<file path="src/rtl/sweep_pkg.sv">
package sweep_pkg;
  typedef enum logic [1:0] {
    ST_IDLE = 2'd0,
    ST_LEAD = 2'd1,
    ST_RUN  = 2'd2
  } sweepState_t;

  // control -> datapath strobes
  typedef struct packed {
    logic load;     // capture transfer count, clear step position
    logic advance;  // move to next phase step
  } sweepStrobe_t;
endpackage

</file>
<file path="src/rtl/sweep_ctrl.sv">
module sweep_ctrl
  import sweep_pkg::*;
#(
  parameter int LEAD_CLKS = 60,
  parameter int STEP_W    = 6
) (
  input  logic              clk,
  input  logic              rstN,
  input  logic              sweepReq,
  input  logic [STEP_W-1:0] stepClocks,
  input  logic              stepsDone,
  output sweepStrobe_t      strobe,
  output logic              busy,
  output logic              done
);
  localparam int LEAD_W = $clog2(LEAD_CLKS + 1);

  sweepState_t       state;
  logic [LEAD_W-1:0] leadCnt;
  logic [STEP_W-1:0] stepTimer;
  logic [STEP_W-1:0] period;
  logic              accept, leadEnd, stepEnd, boundary, finish;

  always_comb begin
    accept   = (state == ST_IDLE) && sweepReq;
    leadEnd  = (state == ST_LEAD) && (leadCnt == LEAD_W'(LEAD_CLKS - 1));
    stepEnd  = (state == ST_RUN) && (stepTimer == period - 1'b1);
    boundary = leadEnd || stepEnd;
    finish   = boundary && stepsDone;
    strobe.load    = accept;
    strobe.advance = boundary && !stepsDone;
  end

  always_ff @(posedge clk or negedge rstN) begin
    if (!rstN) begin
      state     <= ST_IDLE;
      leadCnt   <= '0;
      stepTimer <= '0;
      period    <= STEP_W'(1);
      done      <= 1'b0;
    end else begin
      done <= finish;
      unique case (state)
        ST_IDLE: if (accept) begin
          state   <= ST_LEAD;
          leadCnt <= '0;
          period  <= (stepClocks == '0) ? STEP_W'(1) : stepClocks;
        end
        ST_LEAD: begin
          leadCnt <= leadCnt + 1'b1;
          if (leadEnd) begin
            state     <= finish ? ST_IDLE : ST_RUN;
            stepTimer <= '0;
          end
        end
        ST_RUN: begin
          stepTimer <= stepTimer + 1'b1;
          if (stepEnd) begin
            stepTimer <= '0;
            if (finish) state <= ST_IDLE;
          end
        end
        default: state <= ST_IDLE;
      endcase
    end
  end

  assign busy = (state != ST_IDLE);
endmodule

</file>
<file path="src/rtl/sweep_phase.sv">
module sweep_phase
  import sweep_pkg::*;
#(
  parameter int CNT_W = 11
) (
  input  logic             clk,
  input  logic             rstN,
  input  sweepStrobe_t     strobe,
  input  logic [CNT_W-1:0] transferCount,
  output logic [3:0]       vPhase,
  output logic             stepsDone
);
  localparam int LEFT_W = CNT_W + 2;

  logic [LEFT_W-1:0] stepsLeft;
  logic [1:0]        stepIdx;

  always_ff @(posedge clk or negedge rstN) begin
    if (!rstN) begin
      stepsLeft <= '0;
      stepIdx   <= '0;
    end else if (strobe.load) begin
      stepsLeft <= {transferCount, 2'b00};
      stepIdx   <= '0;
    end else if (strobe.advance) begin
      stepsLeft <= stepsLeft - 1'b1;
      stepIdx   <= stepIdx + 1'b1;
    end
  end

  assign stepsDone = (stepsLeft == '0);

  // phase i is high on step i and on step i-1 (mod 4)
  for (genvar i = 0; i < 4; i++) begin : g_phase
    assign vPhase[i] = (stepIdx == 2'(i)) || (stepIdx == 2'(i + 3));
  end
endmodule

</file>
<file path="src/rtl/vsweep_burst.sv">
module vsweep_burst
  import sweep_pkg::*;
#(
  parameter int LEAD_CLKS = 60,
  parameter int STEP_W    = 6,
  parameter int CNT_W     = 11
) (
  input  logic              clk,
  input  logic              rstN,
  input  logic              sweepReq,
  input  logic [STEP_W-1:0] stepClocks,
  input  logic [CNT_W-1:0]  transferCount,
  output logic [3:0]        vPhase,
  output logic              busy,
  output logic              done
);
  sweepStrobe_t strobe;
  logic         stepsDone;

  sweep_ctrl #(.LEAD_CLKS(LEAD_CLKS), .STEP_W(STEP_W)) u_ctrl (
    .clk(clk), .rstN(rstN), .sweepReq(sweepReq), .stepClocks(stepClocks),
    .stepsDone(stepsDone), .strobe(strobe), .busy(busy), .done(done)
  );

  sweep_phase #(.CNT_W(CNT_W)) u_phase (
    .clk(clk), .rstN(rstN), .strobe(strobe), .transferCount(transferCount),
    .vPhase(vPhase), .stepsDone(stepsDone)
  );
endmodule

</file>
<file path="config.mk">
export PLATFORM = sky130hd
export DESIGN_NAME = vsweep_burst
export DESIGN_NICKNAME = d
export VERILOG_FILES = /design/src/rtl/sweep_pkg.sv /design/src/rtl/sweep_ctrl.sv /design/src/rtl/sweep_phase.sv /design/src/rtl/vsweep_burst.sv
export SDC_FILE = /design/constraint.sdc
export NUM_CORES = 1
export LEC_CHECK = 0
export BUFFER_PORTS_ARGS = -buffer_cell sky130_fd_sc_hd__clkbuf_2
export CAP_MARGIN = 20
export CORE_MARGIN = 2
export CORE_UTILIZATION = 52
export CTS_CLUSTER_SIZE = 12
export DETAILED_ROUTE_END_ITERATION = 7
export PLACE_DENSITY = 0.87
export REMOVE_ABC_BUFFERS = 1
export SLEW_MARGIN = 0
export SYNTH_ARGS = -nofsm -noshare
export SYNTH_HDL_FRONTEND = slang
export SYNTH_SLANG_ARGS = --single-unit
</file>
<file path="constraint.sdc">
create_clock -name clk -period 2.4 [get_ports clk]
set_input_delay 0.36 -clock clk [delete_from_list [all_inputs] [get_ports clk]]
set_output_delay 0.36 -clock clk [all_outputs]
set_load 0.03 [all_outputs]
</file>
; After elaboration in Yosys (flattened, before gate mapping)
; Index checks and enable logic that the tools add are counted.
[word_totals]
reg_bits = 36
inputBits = 20
out_inout_bits = 6
elab_cells = 62
[op_classes]
add_sub_neg = 5
n_eq_ne = 11
muxes = 16
n_reduce_logical = 23
[op_table]
columns = cell, count
row1 = 13-bit 2-to-1 mux, 2
row2 = 6-bit 2-to-1 mux, 4
row3 = 6-bit one-hot mux with 2 select lines, 2
row4 = 2-bit 2-to-1 mux, 7
row5 = 13-bit zero test, 1
row6 = "13-bit by 1-bit subtractor with 13-bit output, second input constant", 1
row7 = "6-bit by 1-bit adder with 6-bit output, second input constant", 2
row8 = "2-bit by 1-bit != test with 1-bit output, second input constant", 4
row9 = 2-bit nonzero test, 4
row10 = "2-bit == test, second input constant", 3
row11 = 6-bit == test, 1
row12 = "6-bit == test, second input constant", 1
row13 = 6-bit zero test, 1
row14 = 2-bit one-hot mux with 3 select lines, 1
row15 = 2-bit AND reduction, 3
row16 = "6-bit by 1-bit subtractor with 6-bit output, second input constant", 1
row17 = 1-bit logical AND, 5
row18 = 1-bit logical OR, 5
row19 = "2-bit by 1-bit == test with 1-bit output, second input constant", 2
row20 = 2-bit zero test, 2
row21 = 4-bit AND reduction, 1
row22 = "2-bit by 1-bit adder with 2-bit output, second input constant", 1
row23 = 1-bit zero test, 1

; Logic depth before layout (Yosys ltp)
[logic_depth]
ltp_word = 8
mapped_depth = 10
ltp_nobuf = 8

; By module
; Synthesis repeated with hierarchy kept, for this count alone.
[unflattened]
cells_unflattened = 218
area_unflattened_um2 = 2028.2
[by_module_without_submodules]
columns = mod, instances, cells_per_inst, area_each_um2, seq_area_each_um2
row1 = sweep_ctrl, 1, 127, 1132.3, 526.8
row2 = sweep_phase, 1, 91, 895.9, 375.4

; Worst setup path before layout
; OpenSTA, ideal clock, no wires.
[synth_path]
path_type = reg-to-reg
from = register u_ctrl.period[2]
to = register u_phase.stepsLeft[3]
setup_time_ns = 0.111
arrival_time_ns = 2.389
required_ns = 2.289
path_slack_ns = -0.101
path_stages_with_launch = 8
path_buffers = 1
synth_period_minus_slack_ns = 2.501
cell_sequence = dfrtp_1 -> or4_1 -> or3_4 -> a2111oi_4 -> a31oi_1 -> or2_0 -> buf_2 -> a2111oi_2
[synth_via]
elab_chain_cells = 6
[synth_rtl]
columns = element, line
row1 = start: declaration, sweep_ctrl.sv:21  ; logic [STEP_W-1:0] period;
row2 = start signal: assignment, sweep_ctrl.sv:47  ; period <= (stepClocks == '0) ? STEP_W'(1) : stepClocks;
row3 = 6-bit by 1-bit subtractor with 6-bit output, sweep_ctrl.sv:27  ; stepEnd = (state == ST_RUN) && (stepTimer == period - 1'b1);
row4 = 6-bit == test, sweep_ctrl.sv:27
row5 = 1-bit logical AND, sweep_ctrl.sv:27
row6 = 1-bit logical OR, sweep_ctrl.sv:28  ; boundary = leadEnd || stepEnd;
row7 = 1-bit logical AND, sweep_ctrl.sv:31  ; strobe.advance = boundary && !stepsDone;
row8 = 2-bit nonzero test (no line), n/a
row9 = end signal: assignment, sweep_phase.sv:23  ; stepsLeft <= {transferCount, 2'b00};
row10 = end signal: assignment, sweep_phase.sv:26  ; stepsLeft <= stepsLeft - 1'b1;
row11 = end: declaration, sweep_phase.sv:15  ; logic [LEFT_W-1:0] stepsLeft;
; Every way passes these cells.
; A chain may end at the register's enable or synchronous reset.

; Worst setup path in the final report
[layout_path]
from = register u_ctrl.period[0]
to = register u_ctrl.stepTimer[3]
[layout_via]
elab_chain_cells = 5
[layout_rtl]
columns = element, line
row1 = 6-bit by 1-bit subtractor with 6-bit output, sweep_ctrl.sv:27
row2 = 6-bit == test, sweep_ctrl.sv:27
row3 = 1-bit logical AND, sweep_ctrl.sv:27
row4 = 6-bit 2-to-1 mux, sweep_ctrl.sv:58  ; if (stepEnd) begin
row5 = 6-bit one-hot mux with 2 select lines, sweep_ctrl.sv:43  ; unique case (state)
row6 = end signal: assignment, sweep_ctrl.sv:57  ; stepTimer <= stepTimer + 1'b1;
row7 = end: declaration, sweep_ctrl.sv:20  ; logic [STEP_W-1:0] stepTimer;
; Every way passes these cells.

==> out/summary.txt <==
Worst path max stage delay - 530 ps
Setup Skew - 2.72 ps
Total GRT Usage - 0.265
ys async rst share - 1.00
most common cell after layout, fill and taps aside - dfrtp_1
DRT antenna net count - 0
DIE AREA - 0.00447 sq mm
largest net degree at the start of global routing - 37
most frequent cells in the layout - dfrtp_1 (35), nand2_1 (34), clkbuf_2 (25), nor2_1 (21), buf_4 (18)
WL final - 5560 microns
unrepaired setup endpoints after global routing - true
Tightest Hold Check Type - in2async
Setup CP Type - reg2reg
number of vias per cell - 5.95
Worst Tran Pin Value - 897 ps
max-slew violation count - 0
outcome - complete, but fails checks
slowest CP cell - dfstp_2
simple logic cell fraction of the synthesized area - 0.241
largest family of logic cells by synthesized area - simple AND/OR/NAND/NOR gates
Post-synth EDFFs - 0
post-synthesis adder-cell area fraction - 0.0488
chip width - 66.8 microns
placed cells - 310
Non-Filler Instances - 326
TNS Setup - -949 ps
routed wire length per instance - 17.0 microns
Cells after Synth - 228
GR Overflow Total - 0
worst rel slew slack - 0.402
area grow syn2layout - 30.1%
mux cell area share after synthesis - 0.0195
mapped cell area - 0.00205 sq mm
FP Rows - 22
CP Data Arrival Time - 2730 ps
max cap viols - 0
CTS buffer count - 5
Max Fclk - 397 MHz
H-Tree Depth - 2
Yosys top cell by area - dfrtp_1
Post-Synth XOR/XNOR Area - 0.0427
Detailed Place HPWL - 3260 microns
I/O pin count - 26
Synth area leaders - dfrtp_1 (43%), nand2_1 (6.2%), ha_1 (4.9%)
Initial Utilization - 0.553
Hold Slack - 186 ps
Pre-antenna DRT Iters - 5
drt drc - 0
number of diodes - 0
clk slew on worst S/H paths - 70 ps
number of port buffers - 25
final setup violating endpoints - 16
failing checks - setup timing
Longest Clk Path Bufs - 2
area occupied by multi-input gates - 0.00126 sq mm
Initial DRC Count - 138
WP data required - 2620 ps
via count of the first global-routing pass - 1833
Ys Warns - 0
Die Span Y - 66.8 microns
initial antenna violation count - 0
TritonCTS clock tree - built
Final WS setup - -117 ps
critical-path maximum fanout - 7
post-route minimum period - 2520 ps
CP Capture Type - register
Power Density - 1110 mW/mm^2
final net count - 305
DR vias - 1939
first-pass GRT wire length - 8680 microns
clk_lat worst skew - 290 ps
layout cell share with drive strength beyond 1 - 0.313
ys flop type - dfrtp_1
Synth Area in Compound Gates - 0.178
top-area cell type share of the netlist area - 0.427
Avg Cell Area, Syn - 9.01 sq um
most used cell, CP - buf_4
Num Clock Sinks - 36
core area - 0.00372 sq mm
count of cell types in the netlist - 44
pre-CTS WS - -155 ps
Fin. Hold Viols - 0
worst-path cell chain - buf_4 > inv_1 > ha_2 > buf_4 > and3b_1 > o21ai_2 > a31oi_4 > buf_6 > buf_4 > a21boi_4 > buf_4 > a21oi_1 > mux2i_1
Leakage - 1.14 nW
GPL Wtd Cong - 0.814
register area - 902 sq um
peak supply drop - 0.678 mV
Yosys reg bits - 36
CP Launch Type - register
Final Cycle Share - 1.05
sequential area share after synthesis - 0.439
total power - 2.95 mW
filler instances - 262
root buffer cell - clkbuf_8
-- worst paths after layout --
kind	startpoint	endpoint	slack, ps	depth (start not counted)
max	u_ctrl.period[0]$_DFFE_PN1P_	u_ctrl.stepTimer[3]$_DFFE_PN0P_	-120	13
min	rstN	u_phase.stepsLeft[4]$_DFFE_PN0P_	190	1
max reg2reg	u_ctrl.period[0]$_DFFE_PN1P_	u_ctrl.stepTimer[3]$_DFFE_PN0P_	-120	13
min reg2reg	u_ctrl.period[5]$_DFFE_PN0P_	u_ctrl.period[5]$_DFFE_PN0P_	500	2
max in group asynchronous	rstN	u_phase.stepsLeft[9]$_DFFE_PN0P_	1660	1
min in group clk	transferCount[6]	u_phase.stepsLeft[8]$_DFFE_PN0P_	280	3
-- kinds of logic after synthesis --
kind of cell / Yosys count
buffers and inverters: 16
AND/OR/NAND/NOR: 103
flip-flops: 36
XOR/XNOR: 10
multiplexers: 4
adder cells (fa/ha/maj): 8
AO/OA/AOI/OAI: 51
-- critical path, delay by kind of cell, from the launching register on --
kind	cells	cell delay [ps]
adder cells (fa/ha/maj)	1	190
AO/OA/AOI/OAI	4	620
AND/OR/NAND/NOR	1	190
buffers and inverters	6	760
flip-flops	1	530
multiplexers	1	150
-- what timing repair did --
item,in CTS,in global routing
buffers inserted,5,4
pin swaps,5,6
hold buffers,0,0
gates cloned,1,0
resized for setup,28,12
setup endpoints to repair,16,17
-- synthesized netlist by cell type, types with 3 or more instances --
library cell,count
o221a_2,3
nand2b_1,5
o21ai_0,15
a31oi_1,4
xnor2_1,7
nor2_1,21
nor2b_1,6
nand3_1,10
buf_2,3
inv_1,9
clkbuf_1,3
xor2_1,3
mux2i_1,4
nor3_1,9
ha_1,8
a21oi_1,8
dfrtp_1,35
o22ai_1,3
nand2_1,34
a211oi_1,3
-- state kept, by name, summed over array words and instances (netlist names) --
| signal | flops |
|---|---|
| u_phase.stepsLeft | 13 |
| u_ctrl.state | 2 |
| u_ctrl.stepTimer | 6 |
| u_ctrl.done | 1 |
| u_ctrl.leadCnt | 6 |
| u_ctrl.period | 6 |
| u_phase.stepIdx | 2 |
-- cell type report --
cell class / count / share of cell area
Timing Repair Buffer: 49 / 0.123
Clock buffer: 8 / 0.0337
Inverter: 9 / 0.0126
Tap cell: 48 / 0.0225
Multi-Input combinational cell: 176 / 0.471
Sequential cell: 36 / 0.338
-- metal layers --
metal  up-vias  wire length [microns]  GRT usage
met4         0                     55     0.0663
li1        903                      -          -
met3        12                    352     0.0743
met5         -                      0          0
met2        75                   2740      0.419
met1       949                   2410      0.359
-- power by group --
| part | switching (mW) | internal [mW] |
|---|---|---|
| sequential | 0.256 | 0.830 |
| clock | 0.211 | 0.234 |
| combinational | 0.778 | 0.645 |
-- through the flow --
stage                      util  instance area, sq um
after floorplan               -                  2020
after global placement    0.627                  2330
after detailed placement  0.627                  2330
after CTS                 0.697                  2590
after global routing      0.719                  2670
final                     0.719                  2670
Note: power is estimated with default switching activity, not from simulation.
